<file path="src/rtl/pe_pkg.sv">
package pe_pkg;
    typedef enum logic [2:0] {
        ST_IDLE,
        ST_PULSE,
        ST_LOW_WAIT,
        ST_SHIFT,
        ST_ARM,
        ST_GUARD,
        ST_ACTIVE
    } pe_state_t;
endpackage

</file>
<file path="src/rtl/pe_sync.sv">
module pe_sync #(
    parameter int WIDTH  = 3,
    parameter int STAGES = 2
) (
    input  logic             clk,
    input  logic             rst_n,
    input  logic [WIDTH-1:0] din,
    output logic [WIDTH-1:0] dout
);
    logic [WIDTH-1:0] pipe [STAGES];

    always_ff @(posedge clk or negedge rst_n) begin
        if (!rst_n) begin
            for (int i = 0; i < STAGES; i++) pipe[i] <= '0;
        end else begin
            pipe[0] <= din;
            for (int i = 1; i < STAGES; i++) pipe[i] <= pipe[i-1];
        end
    end

    assign dout = pipe[STAGES-1];
endmodule

</file>
<file path="src/rtl/pe_shift.sv">
module pe_shift #(
    parameter int KEY_W = 32,
    localparam int CNT_W = $clog2(KEY_W + 1)
) (
    input  logic             clk,
    input  logic             rst_n,
    input  logic             clr,
    input  logic             shift_en,
    input  logic             bit_in,
    output logic [KEY_W-1:0] word,
    output logic [CNT_W-1:0] bit_cnt,
    output logic             full
);
    localparam logic [CNT_W-1:0] FULL_CNT = CNT_W'(KEY_W);

    assign full = (bit_cnt == FULL_CNT);

    always_ff @(posedge clk or negedge rst_n) begin
        if (!rst_n) begin
            word    <= '0;
            bit_cnt <= '0;
        end else if (clr) begin
            word    <= '0;
            bit_cnt <= '0;
        end else if (shift_en && !full) begin
            word    <= {word[KEY_W-2:0], bit_in};
            bit_cnt <= bit_cnt + 1'b1;
        end
    end
endmodule

</file>
<file path="src/rtl/pe_timer.sv">
module pe_timer #(
    parameter int W = 8
) (
    input  logic         clk,
    input  logic         rst_n,
    input  logic         clr,
    output logic [W-1:0] count
);
    always_ff @(posedge clk or negedge rst_n) begin
        if (!rst_n)          count <= '0;
        else if (clr)        count <= '0;
        else if (~&count)    count <= count + 1'b1;
    end
endmodule

</file>
<file path="src/rtl/prog_entry_detect.sv">
module prog_entry_detect #(
    parameter int          KEY_W      = 32,
    parameter logic [31:0] KEY_VAL    = 32'h4D434850,
    parameter int          PRE_GUARD  = 64,
    parameter int          POST_GUARD = 32,
    parameter int          SYNC_STG   = 2
) (
    input  logic clk,
    input  logic rst_n,
    input  logic en_pin,
    input  logic ser_clk,
    input  logic ser_dat,
    output logic pv_mode,
    output logic data_accept,
    output logic io_hiz_req
);
    import pe_pkg::*;

    localparam int MAX_GUARD = (PRE_GUARD > POST_GUARD) ? PRE_GUARD : POST_GUARD;
    localparam int TMR_W     = $clog2(MAX_GUARD + 1);
    localparam int CNT_W     = $clog2(KEY_W + 1);
    localparam logic [TMR_W-1:0] PRE_LAST  = TMR_W'(PRE_GUARD - 1);
    localparam logic [TMR_W-1:0] POST_LAST = TMR_W'(POST_GUARD - 1);
    localparam logic [KEY_W-1:0] KEY_REF   = KEY_W'(KEY_VAL);

    logic             en_s, sclk_s, sdat_s, sclk_d, sclk_rise;
    logic [KEY_W-1:0] key_word;
    logic [CNT_W-1:0] bit_cnt;
    logic             key_full;
    logic [TMR_W-1:0] tmr;
    pe_state_t        state_q, state_d;

    pe_sync #(.WIDTH(3), .STAGES(SYNC_STG)) sync_i (
        .clk  (clk),
        .rst_n(rst_n),
        .din  ({en_pin, ser_clk, ser_dat}),
        .dout ({en_s, sclk_s, sdat_s})
    );

    always_ff @(posedge clk or negedge rst_n) begin
        if (!rst_n) sclk_d <= 1'b0;
        else        sclk_d <= sclk_s;
    end
    assign sclk_rise = sclk_s & ~sclk_d;

    pe_shift #(.KEY_W(KEY_W)) shift_i (
        .clk     (clk),
        .rst_n   (rst_n),
        .clr     (state_q != ST_SHIFT),
        .shift_en(state_q == ST_SHIFT && sclk_rise),
        .bit_in  (sdat_s),
        .word    (key_word),
        .bit_cnt (bit_cnt),
        .full    (key_full)
    );

    pe_timer #(.W(TMR_W)) timer_i (
        .clk  (clk),
        .rst_n(rst_n),
        .clr  (state_d != state_q),
        .count(tmr)
    );

    always_ff @(posedge clk or negedge rst_n) begin
        if (!rst_n) state_q <= ST_IDLE;
        else        state_q <= state_d;
    end

    always_comb begin
        state_d = state_q;
        unique case (state_q)
            ST_IDLE:     if (en_s) state_d = ST_PULSE;
            ST_PULSE:    if (!en_s) state_d = ST_LOW_WAIT;
            ST_LOW_WAIT: begin
                if (en_s)                 state_d = ST_PULSE;
                else if (tmr >= PRE_LAST) state_d = ST_SHIFT;
            end
            ST_SHIFT: begin
                if (en_s)          state_d = ST_IDLE;
                else if (key_full) state_d = (key_word == KEY_REF) ? ST_ARM : ST_IDLE;
            end
            ST_ARM:      if (en_s) state_d = ST_GUARD;
            ST_GUARD: begin
                if (!en_s)                 state_d = ST_IDLE;
                else if (tmr >= POST_LAST) state_d = ST_ACTIVE;
            end
            ST_ACTIVE:   if (!en_s) state_d = ST_IDLE;
            default:     state_d = ST_IDLE;
        endcase
    end

    always_comb begin
        pv_mode     = 1'b0;
        data_accept = 1'b0;
        unique case (state_q)
            ST_GUARD:  pv_mode = 1'b1;
            ST_ACTIVE: begin
                pv_mode     = 1'b1;
                data_accept = 1'b1;
            end
            default: ;
        endcase
        io_hiz_req = pv_mode;
    end
endmodule

</file>
<file path="config.mk">
export PLATFORM = sky130hd
export DESIGN_NAME = prog_entry_detect
export DESIGN_NICKNAME = d
export VERILOG_FILES = /design/src/rtl/pe_pkg.sv /design/src/rtl/pe_sync.sv /design/src/rtl/pe_shift.sv /design/src/rtl/pe_timer.sv /design/src/rtl/prog_entry_detect.sv
export SDC_FILE = /design/constraint.sdc
export NUM_CORES = 1
export LEC_CHECK = 0
export BUFFER_PORTS_ARGS = -buffer_cell sky130_fd_sc_hd__buf_4
export CORE_ASPECT_RATIO = 0.7
export CORE_MARGIN = 2
export CORE_UTILIZATION = 45
export DETAILED_ROUTE_END_ITERATION = 8
export HOLD_SLACK_MARGIN = 0.12
export PLACE_DENSITY = 0.62
export SETUP_SLACK_MARGIN = 0.2
export SYNTH_ARGS = -nofsm -noshare
export SYNTH_HDL_FRONTEND = slang
export SYNTH_SLANG_ARGS = --single-unit
</file>
<file path="constraint.sdc">
create_clock -name clk -period 1.9 [get_ports clk]
set_clock_uncertainty 0.1 [all_clocks]
set_input_delay 0.095 -clock clk [delete_from_list [all_inputs] [get_ports clk]]
set_output_delay 0.095 -clock clk [all_outputs]
set_load 0.02 [all_outputs]
</file>
==> results by stage <==
Outcome:
- The run finished with clean final reports.

Floorplanning:
- The initial utilization of the core area, before any placement, comes to between 40% and 50%.
- The die outline width is roughly 94 um.
- The floorplan has 22 rows.
- The die is 66.8 um tall.
- The total I/O pin count is 8.
- The area of the die is between 0.006 and 0.007 mm2.
- The total core area is approximately 0.0053 mm2.

Synth:
- The proportion of netlist area held by the largest area contributor is ~54%.
- The synthesized area is 0.00254 mm2.
- The number of different library cells used by synthesis comes to 44.
- After synthesis, the cell types taking the most area are sky130_fd_sc_hd__dfrtp_1, sky130_fd_sc_hd__nand2_1, sky130_fd_sc_hd__a21oi_1, sky130_fd_sc_hd__xor2_1, sky130_fd_sc_hd__buf_2.
- The share of the yosys chip area belonging to registers is 54.2%.
- A synthesized cell averages 9.58 um2.
- The biggest area contributor in the post-synthesis netlist is sky130_fd_sc_hd__dfrtp_1.
- Synthesis produced a netlist with a net count of about 270.
- The synthesis warning total is 0.
- Synthesis inferred 55 register bits.
- After technology mapping, the gate count stands at ~270.

Placed design:
- The HPWL after detailed placement is ~2900 um.
- The congestion estimate from routability-driven global placement came to slightly above 0.8.
- The number of cells after detailed placement is between 300 and 400.
- The number of port buffers is 7.

Layout:
- In the final layout, flip-flops and latches occupy approximately 0.0014 mm2.
- Leaving out fill and tap cells, the most frequent cells in the layout are sky130_fd_sc_hd__nand2_1, sky130_fd_sc_hd__dfrtp_1, sky130_fd_sc_hd__a21oi_1.
- The most common library cell in the layout ignoring fill and taps is sky130_fd_sc_hd__nand2_1.
- In the final layout, the share of cells above drive strength 1 is approximately 16%.
- Summing all multi-input logic gate instances after layout gives ~0.0011 mm2.
- Relative to the synthesized area, the layout overhead comes to 15.9%.
- The utilization after layout is 55.1%.
- The number of diodes is 0.
- The finished layout holds roughly 350 standard cells, fillers aside.
- The layout has 479 filler cells.
- After the last flow step, the layout net total stands at 288.

CTS:
- The CTS tree is done.
- The clock transition at the register clock pins on the worst setup and hold paths after CTS is ~0.09 ns.
- The clock passes through at most 2 buffers.
- The maximum level of the CTS H-tree is 2.
- The clock buffer count from CTS is 5.
- Clock latency on the worst-skew pair, taken at its later pin, is 0.31 ns.
- The master cell of the clock root buffer is sky130_fd_sc_hd__clkbuf_8.
- CTS saw 55 sinks.

Critical path:
- The slowest library cell on the worst path is sky130_fd_sc_hd__dfrtp_1.
- The data required time at the worst endpoint is between 1.5 and 2 ns.
- The kind of end point of the critical path is a flip-flop.
- In this design, the stage delay of the slowest critical-path cell is approximately 0.4 ns.
- The critical path is of the flip-flop to flip-flop type.
- The signal arrival time at the worst endpoint is 1.81 ns.
- Along the worst path, the maximum fanout reaches 7.
- The critical path goes through inv_1, ha_2, nand4bb_4, o211a_1, o211a_1, a311o_1.
- The most frequent cell on the critical path is sky130_fd_sc_hd__o211a_1.
- The type of element launching the critical path is a flip-flop.

Route:
- Once detail routing completed, the nets flagged for antenna violations numbered 0.
- The number of vias in the routed layout is approximately 1,900.
- The first detailed-routing pass took 4 iterations.
- Dividing the detail-routed via count by the number of cells gives approximately 5.3.
- In this run, the number of DRC markers left after iteration 0 of detailed routing was 99.
- Summed over all layers, the routed wires come to ~4700 um.
- After detailed routing, the average wire length per cell comes to approximately 13 um.
- After detailed routing, the number of remaining DRC violations is 0.

Global route:
- The global-route wire length before repair is just under 8000 um.
- Entering global routing, the biggest net connects 56 pins.
- The remaining global-route overflow is 0.
- The via count of the first global-routing pass is approximately 1,700.
- The global-route usage over all layers is 16.4%.
- The number of antenna violations at the first check in global routing came to 0.

STA:
- The worst relative slew slack is between 50% and 60%.
- The fmax is between 500 and 600 MHz.
- Setup repair after global routing could not meet its margin everywhere.
- The final critical-path required period is ~1.7 ns.
- The final number of setup-violating endpoints is 0.
- The number of failing hold endpoints at the final stage is 0.
- The worst path uses ~91% of the clock period.
- The max-slew violation total from the final report is 0.
- The slew at the pin closest to its max-slew limit is ~0.68 ns.
- Adding up every negative setup slack in the final design gives 0 ns.

Power and ir drop:
- Across the VDD grid, the largest voltage drop is roughly 0.35 mV.
- For this design the ratio of total power to cell area is slightly above 900 mW/mm2.
- The cell leakage power is 1.18 nW.
- The total design power is roughly 2.7 mW.

Flow run:
- The number of violations of the max-capacitance limit is 0.

Worst hold path:
- In this run the worst hold path is classified as input pin to asynchronous set/reset pin.
[flip-flops by register name (all words and copies together), names as in the netlist]
| register | cells |
|---|---|
| sync_i.pipe | 3 |
| timer_i.count | 7 |
| state_q | 3 |
| shift_i.bit_cnt | 6 |
| sclk_d | 1 |
| sync_i.dout | 3 |
| shift_i.word | 32 |
[synthesized netlist by cell type (all sizes together)]
master / instances
xor2: 6
clkbuf: 5
a41oi: 1
nand2: 71
a211oi: 2
nor4bb: 2
o31ai: 1
dfrtp: 55
o32ai: 2
and4: 1
o211a: 3
a31oi: 2
buf: 11
and2: 1
nor2b: 1
o21a: 1
inv: 5
nor2: 11
nand4: 6
nand3b: 2
and2b: 1
mux2i: 1
a21o: 1
ha: 3
nor3: 9
and3: 4
o211ai: 2
nor4b: 2
nand3: 2
a311o: 1
xnor2: 2
o21ai: 4
a21oi: 38
nand4bb: 1
nor4: 3
nand4b: 1
nor3b: 1
[kinds of logic (layout without fill, tap and decap cells)]
logic type	count (synthesis)	count (layout)	synth area share, %
and+or+nand+nor	119	119	23.1
AOI/OAI and AO/OA	58	58	14.3
DFF	55	55	54.2
buffers and inverters	21	36	3.79
xor gates and xnor gates	8	8	2.76
adders and majority gates	3	3	1.48
muxes	1	1	0.394
[cell type report]
cell class / count / share of cell area, %
multi-input combinational: 189 / 38.9
clock buffer: 6 / 2.81
clock inverter: 1 / 0.170
sequential: 55 / 46.8
inverter: 5 / 0.638
timing repair buffer: 24 / 7.57
tap: 72 / 3.06
[worst paths after layout]
path | slack [ns] | startpoint | cells after the start | to
worst max-delay path | 0.18 | shift_i.bit_cnt[1] | 6 | state_q[0]
worst min-delay path | 0.25 | rst_n | 2 | shift_i.bit_cnt[1]
worst max register to register | 0.18 | shift_i.bit_cnt[1] | 6 | state_q[0]
worst min register to register | 0.25 | sync_i.pipe[4] | 0 | sync_i.dout[1]
max in group asynchronous | 0.94 | rst_n | 2 | sync_i.dout[2]
min in group clk | 0.26 | sync_i.pipe[4] | 0 | sync_i.dout[1]
[critical path, delay by kind of cell, from the launching register on]
family | cells | cell delay [ns]
buffers and inverters | 1 | 0.06
AOI/OAI and AO/OA | 3 | 0.72
and+or+nand+nor | 1 | 0.17
DFF | 1 | 0.39
adders and majority gates | 1 | 0.19
[what timing repair did]
| item | 4_1_cts | 5_1_grt |
|---|---|---|
| hold buffers | 4 | 0 |
| pin swaps | 2 | 6 |
| buffers inserted | 3 | 2 |
| gates resized for setup | 1 | 12 |
| endpoints found under the hold margin | 58 | 0 |
| setup endpoints to repair | 40 | 42 |
[through the flow]
stage | hold slack [ns] | instance area (um2) | setup WS, ns
final | 0.255 | 2940 | 0.176
after global routing | 0.261 | 2940 | 0.0718
after CTS | 0.258 | 2870 | 0.168
after detailed placement | 0.0828 | 2710 | 0.124
after global placement | 0.0875 | 2710 | 0.149
after floorplan | -0.301 | 2560 | 0.185
[routing by layer]
metal / vias to the layer above / global-route usage [%] / part of all wire, %
met2: 22 / 24.4 / 44
met3: 6 / 5.09 / 3.1
met4: 0 / 4.35 / 1.1
met1: 905 / 23.2 / 52
met5: - / 0 / 0
li1: 937 / - / -
[where the power goes]
group / switching (mW) / internal (mW) / total, mW
registers: 0.0984 / 1.24 / 1.33
clock network: 0.355 / 0.287 / 0.642
logic: 0.417 / 0.288 / 0.705
(Power assumes the default switching activity.)
